$ cat src/rtl/priv_gate_pkg.sv
package priv_gate_pkg;

    localparam int PG_CLS_W = 4;
    localparam int PG_SZ_W  = 4;
    localparam int PG_PL_W  = 2;

    typedef enum logic [PG_CLS_W-1:0] {
        CLS_PLAIN     = 4'd0,
        CLS_SAVE_DESC = 4'd1,
        CLS_LOAD_DESC = 4'd2,
        CLS_SAVE_LTAB = 4'd3,
        CLS_LOAD_LTAB = 4'd4,
        CLS_SAVE_TASK = 4'd5,
        CLS_LOAD_TASK = 4'd6,
        CLS_SW_ENTRY  = 4'd7,
        CLS_RESUME    = 4'd8,
        CLS_HDR_RD    = 4'd9,
        CLS_HDR_WR    = 4'd10
    } op_class_e;

    localparam logic [PG_CLS_W-1:0] CLS_GATED_LO = CLS_SAVE_DESC;
    localparam logic [PG_CLS_W-1:0] CLS_GATED_HI = CLS_HDR_WR;

    typedef struct packed {
        logic gated;
        logic sw_entry;
        logic permit;
    } gate_verdict_t;

    function automatic logic cls_is_gated(input logic [PG_CLS_W-1:0] c);
        return (c >= CLS_GATED_LO) && (c <= CLS_GATED_HI);
    endfunction

    function automatic logic cls_is_sw_entry(input logic [PG_CLS_W-1:0] c);
        return c == CLS_SW_ENTRY;
    endfunction

endpackage

$ cat src/rtl/pg_handler_track.sv
module pg_handler_track (
    input  logic clk,
    input  logic rst,
    input  logic enter,
    input  logic leave,
    output logic active
);
    always_ff @(posedge clk) begin
        if (rst)        active <= 1'b0;
        else if (enter) active <= 1'b1;
        else if (leave) active <= 1'b0;
    end
endmodule

$ cat src/rtl/pg_cond_eval.sv
module pg_cond_eval
    import priv_gate_pkg::*;
#(
    parameter int CLS_W = PG_CLS_W,
    parameter int SZ_W  = PG_SZ_W,
    parameter int PL_W  = PG_PL_W
) (
    input  logic [CLS_W-1:0] cls,
    input  logic [PL_W-1:0]  cpl,
    input  logic [SZ_W-1:0]  size,
    input  logic             mode_en,
    input  logic             acc_ctl,
    input  logic             feat_en,
    input  logic             in_hdl,
    output gate_verdict_t    verdict
);
    localparam logic [PL_W-1:0] RING0 = '0;

    logic region_ok, enables_ok, ring_ok, access_ok;

    always_comb begin
        region_ok  = |size;
        enables_ok = mode_en & feat_en;
        ring_ok    = (cpl == RING0);
        access_ok  = acc_ctl | in_hdl;

        verdict.gated    = cls_is_gated(cls);
        verdict.sw_entry = cls_is_sw_entry(cls);
        if (verdict.sw_entry)
            verdict.permit = region_ok & enables_ok & acc_ctl;
        else
            verdict.permit = region_ok & enables_ok & ring_ok & access_ok;
    end
endmodule

$ cat src/rtl/pg_fault_reg.sv
module pg_fault_reg
    import priv_gate_pkg::*;
(
    input  logic          clk,
    input  logic          rst,
    input  logic          valid,
    input  gate_verdict_t verdict,
    output logic          fault
);
    always_ff @(posedge clk) begin
        if (rst) fault <= 1'b0;
        else     fault <= valid & verdict.gated & ~verdict.permit;
    end
endmodule

$ cat src/rtl/priv_op_gate.sv
module priv_op_gate
    import priv_gate_pkg::*;
#(
    parameter int CLS_W = PG_CLS_W,
    parameter int SZ_W  = PG_SZ_W,
    parameter int PL_W  = PG_PL_W
) (
    input  logic             clk,
    input  logic             rst,
    input  logic             op_valid,
    input  logic [CLS_W-1:0] op_class,
    input  logic [PL_W-1:0]  cpl,
    input  logic [SZ_W-1:0]  region_size,
    input  logic             cfg_mode_en,
    input  logic             cfg_acc_ctl,
    input  logic             cfg_feat_en,
    input  logic             entry_done,
    input  logic             resume_done,
    output logic             op_allow,
    output logic             op_fault,
    output logic             in_handler
);
    gate_verdict_t verdict;

    pg_handler_track u_track (
        .clk    (clk),
        .rst    (rst),
        .enter  (entry_done),
        .leave  (resume_done),
        .active (in_handler)
    );

    pg_cond_eval #(.CLS_W(CLS_W), .SZ_W(SZ_W), .PL_W(PL_W)) u_eval (
        .cls     (op_class),
        .cpl     (cpl),
        .size    (region_size),
        .mode_en (cfg_mode_en),
        .acc_ctl (cfg_acc_ctl),
        .feat_en (cfg_feat_en),
        .in_hdl  (in_handler),
        .verdict (verdict)
    );

    pg_fault_reg u_fault (
        .clk     (clk),
        .rst     (rst),
        .valid   (op_valid),
        .verdict (verdict),
        .fault   (op_fault)
    );

    assign op_allow = op_valid & (~verdict.gated | verdict.permit);
endmodule

$ cat config.mk
export PLATFORM = sky130hd
export DESIGN_NAME = priv_op_gate
export DESIGN_NICKNAME = d
export VERILOG_FILES = /design/src/rtl/priv_gate_pkg.sv /design/src/rtl/pg_handler_track.sv /design/src/rtl/pg_cond_eval.sv /design/src/rtl/pg_fault_reg.sv /design/src/rtl/priv_op_gate.sv
export SDC_FILE = /design/constraint.sdc
export NUM_CORES = 1
export LEC_CHECK = 0
export ABC_AREA = 0
export BUFFER_PORTS_ARGS = -buffer_cell sky130_fd_sc_hd__buf_2
export CAP_MARGIN = 10
export CORE_AREA = 4 4 41 43
export DETAILED_ROUTE_END_ITERATION = 16
export DIE_AREA = 0 0 45 47
export GPL_TIMING_DRIVEN = 0
export PLACE_DENSITY_LB_ADDON = 0.25
export SKIP_CTS_REPAIR_TIMING = 1
export SYNTH_ARGS = -nofsm -noshare
export SYNTH_HDL_FRONTEND = slang
export SYNTH_SLANG_ARGS = --single-unit
$ cat constraint.sdc
create_clock -name clk -period 1 [get_ports clk]
set_input_delay 0 -clock clk [delete_from_list [all_inputs] [get_ports clk]]
set_output_delay 0 -clock clk [all_outputs]
set_load 0.01 [all_outputs]
Word-level counts from Yosys, hierarchy flattened --
Index checks and enable logic that the tools add are counted.
Storage, ports and cells: register bits 2, latch bits 0, RAM bits 0, memory bits (read-only) 0, input bits 18, output and inout port bits 3, word-level logic and storage cells 24, memories 0
Cells by class: add/subtract/negate cells 0, multipliers 0, divide/modulo/power cells 0, magnitude comparators 2, equality and inequality tests 1, shift operators 0, multiplexer cells 3, bitwise gates (word level) 12, reductions and logical operators 4
Operator list (count):
- $and A1 B1 Y1 | 8
- $eq A4 B3 Y1 const B | 1
- $ge A4 B1 Y1 const B | 1
- $le A4 B4 Y1 const B | 1
- $reduce_or A4 Y1 | 1
- $mux W1 | 3
- $logic_not A2 Y1 | 1
- $not A1 Y1 | 2
- $or A1 B1 Y1 | 2
- $reduce_bool A2 Y1 | 1
- $logic_and A1 B1 Y1 | 1

Depth between registers and ports, before layout --
word-level depth 7, depth in mapped cells 4, mapped depth without buffers 4

By module --
Synthesis repeated with hierarchy kept, for this count alone.
Unflattened totals: cells, all modules 18, area total of the unflattened synthesis 165.2 sq um
Modules (own cells, without submodules):
- pg_cond_eval | times used 1, cells each 10, area each 82.6 sq um, seq. area each 0.0 sq um
- pg_handler_track | times used 1, cells each 4, area each 38.8 sq um, seq. area each 20.0 sq um
- pg_fault_reg | times used 1, cells each 2, area each 32.5 sq um, seq. area each 20.0 sq um
- priv_op_gate | times used 1, cells each 2, area each 11.3 sq um, seq. area each 0.0 sq um

Least setup slack after synthesis --
Ideal clock, no wire load.
path type reg-to-reg, start register u_track.active, end register u_fault.fault, library setup time 0.118 ns, data arrival time 0.883 ns, required time 0.882 ns, slack -0.001 ns, stages on the path, launching flop included 5, buffers on the path 0, period minus slack after synthesis 1.001 ns, cells stage by stage dfxtp_1 -> nor2_1 -> nor3_1 -> mux2i_1 -> o2111a_1
On the way: longest elaborated chain between the ends 5
Ends and longest elaborated chain:
- start: declaration | line pg_handler_track.sv:6 | output logic active
- start signal: assignment | line pg_handler_track.sv:9 | if (rst) active <= 1'b0;
- start signal: assignment | line pg_handler_track.sv:10 | else if (enter) active <= 1'b1;
- start signal: assignment | line pg_handler_track.sv:11 | else if (leave) active <= 1'b0;
- $or A1 B1 Y1 | line pg_cond_eval.sv:25 | access_ok = acc_ctl | in_hdl;
- $and A1 B1 Y1 | line pg_cond_eval.sv:32 | verdict.permit = region_ok & enables_ok & ring_ok & access_ok;
- $mux W1 | line pg_cond_eval.sv:29 | if (verdict.sw_entry)
- $not A1 Y1 | line pg_fault_reg.sv:12 | else fault <= valid & verdict.gated & ~verdict.permit;
- $and A1 B1 Y1 | line pg_fault_reg.sv:12
- end signal: assignment | line pg_fault_reg.sv:12
- end: declaration | line pg_fault_reg.sv:8 | output logic fault
Every way passes these cells. A chain may end at the register's enable or synchronous reset.

Worst setup path in the final report --
start register u_track.active, end output port op_allow
On the way: longest elaborated chain between the ends 5
Ends and longest elaborated chain:
- $or A1 B1 Y1 | line pg_cond_eval.sv:25
- $and A1 B1 Y1 | line pg_cond_eval.sv:32
- $mux W1 | line pg_cond_eval.sv:29
- $or A1 B1 Y1 | line priv_op_gate.sv:52 | assign op_allow = op_valid & (~verdict.gated | verdict.permit);
- $and A1 B1 Y1 | line priv_op_gate.sv:52
- end: declaration | line priv_op_gate.sv:19 | output logic op_allow,
Every way passes these cells.

==> run_results.csv <==
group,metric,value,unit
global_route,use_met3,0.0383,
clock_tree,htreeDepth,1,
clock_tree,insertion_delay,0.22,ns
yosys,synth_nets,39,
die,dieArea,2120,sq um
timing,fmax,902,MHz
cells_and_area,diodes,0,
clock_tree,cts_buffer_depth,2,
yosys,ys_ff_latch,2,
pwr,p_total,0.353,mW
yosys,synth_top_area_frac,0.267,
global_route,antenna_found_initial,0,
yosys,yosys_most_used_dff,"dfxtp_1",
cells_and_area,fin_nets,67,
cells_and_area,layout-drive-gt1-share,0.617,
run_status,status,"complete, but fails checks",
global_route,grt_usage,0.0568,
timing,setup_slack,-0.108,ns
yosys,synth_warnings,0,
critical_path,end_kind,"primary output",
die,rows,13,
clock_tree,cts_tree,"yes",
critical_path,r2r_start,"u_track.active$_SDFFE_PP0P_",
timing,fin_crit_sh,1.11,
placement,place_ws,-0.00499,ns
global_route,grt.overflow.total,0,
yosys,synthCells,21,
placement,portBuffers,20,
global_route,use_met1,0.0769,
yosys,seq_area_frac_synth,0.267,
timing,hold_violations,1,
critical_path,required,1.00,ns
timing,worst_pin_slew,0.260,ns
timing,setup_viol,2,
yosys,ys_top_cells_by_area,"dfxtp_1 27%, inv_1 7.5%, o2111a_1 7.5%",
critical_path,setup.worst_path.start,"u_track.active$_SDFFE_PP0P_",
placement,hpwlAfterDp,453,microns
global_route,grt_pass1_vias,224,
critical_path,crit_arrival,1.11,ns
global_route,grt_first_pass_wirelength,828,microns
timing,hold-worst-slack,-0.00730,ns
cells_and_area,syn2layout_area_growth,120,%
routing,wl_per_cell,8.94,microns
die,die_w,45,microns
timing,period_needed,1.11,ns
critical_path,critPathKind,"register to primary output",
yosys,netlist_area,150,sq um
global_route,grt_max_degree,4,
global_route,grt_busiest_layer,"met1",
timing,rsz0062_at_grt,"yes",
hold_path,worstHoldStart,"entry_done",
routing,wirelength,554,microns
timing,slew_viol_final,0,
timing,finalClockSkew,0.00138,ns
clock_tree,clk_root_buffer_cell,"clkbuf_4",
routing,num_vias,248,
yosys,synth_edf_count,0,
die,ios,21,
die,core,1300,sq um
die,start_util,0.115,
pwr,peakVddDrop,0.000357,V
routing,dr.pass1.iters,4,
pwr,powerDensity,1070,nW/um^2
hold_path,hp-class,"input pin to register",
yosys,synth_cell_type_count,14,
placement,routabilityCongestion,0.595,
yosys,avgSynthCellArea,7.15,sq um
routing,via_per_inst,4.00,
yosys,async_reset_ff_frac,0,
yosys,synth_top_area_cell,"dfxtp_1",
die,dieHeight,47,microns
yosys,yosysMostFrequentCell,"inv_1",
global_route,grtUsageMet2,0.0621,
critical_path,path_max_fanout,2,
run_status,violations,"negative hold slack, negative setup slack",
clock_tree,numCtsBuffers,3,
clock_tree,cts.sinks,2,
job,cap_violations,0,
critical_path,cp-start-kind,"register",
timing,slew_headroom,0.825,
routing,final_antenna_net_count,0,
pwr,p_leak,0.177,nW
routing,drt-initial-drc-count,1,
clock_tree,clk_pin_slew,0.03,ns
routing,route.detailed.drc,0,
[path summary, 6_finish.rpt]
check                           slack [ns]                           to  depth (start not counted)
worst max-delay path                 -0.11                     op_allow                          5
worst min-delay path                -0.007  u_track.active$_SDFFE_PP0P_                          3
worst max register to register       -0.09     u_fault.fault$_SDFF_PP0_                          5
worst min register to register        0.62  u_track.active$_SDFFE_PP0P_                          3
[power by group]
group          internal, mW  switching [mW]
Combinational        0.0530          0.0382
Clock                 0.132          0.0404
Sequential           0.0858         0.00346
[per-layer routing]
layer / vias to the layer above / wire length (microns)
li1: 128 / -
met1: 101 / 262
met2: 19 / 191
met3: 0 / 100
met4: 0 / 0
met5: - / 0
[layout by cell type (no fill, tap or decap), types with 2 or more instances in the layout]
cell / count
a21oi_1: 2
buf_2: 20
buf_4: 2
clkbuf_4: 3
inv_1: 3
nand2_1: 2
[flip-flops by register name (all words and copies together) (netlist names)]
name and flops:
u_track.active 1, u_fault.fault 1
[worst max-delay path, stage by stage, from the launching register on]
cell and delay, ns:
dfxtp_2 0.34, nor2_4 0.03, nor3_2 0.13, mux2i_1 0.11, o22ai_1 0.12, buf_2 0.15
[cells by family after synthesis]
| logic type | Yosys count | share of synthesized area |
|---|---|---|
| multiplexers | 1 | 0.0667 |
| flip-flops | 2 | 0.267 |
| AND/OR/NAND/NOR | 10 | 0.375 |
| buffers and inverters | 3 | 0.0750 |
| AO/OA/AOI/OAI | 5 | 0.217 |
[through the flow]
step | TNS [ns] | std cells | area, sq um | utilization | hold slack, ns
final | -0.201 | 62 | 330 | 0.254 | -0.00730
after detailed placement | -0.00499 | 56 | 270 | 0.208 | 0.175
after global placement | 0 | 56 | 270 | 0.208 | 0.174
after CTS | -0.200 | 59 | 293 | 0.225 | -0.0584
after global routing | -0.376 | 62 | 330 | 0.254 | 0.0240
after floorplan | 0 | 21 | 151 | - | 0.0650
[area by class of cell]
class | count | area [sq um]
flip-flops and latches | 2 | 41.3
inverters | 3 | 11.3
multi-input cells | 16 | 111
fillers | 162 | 971
clock buffers | 3 | 22.5
well taps | 15 | 18.8
repair buffers | 23 | 125
No activity file was read; power rests on OpenSTA's default activity.
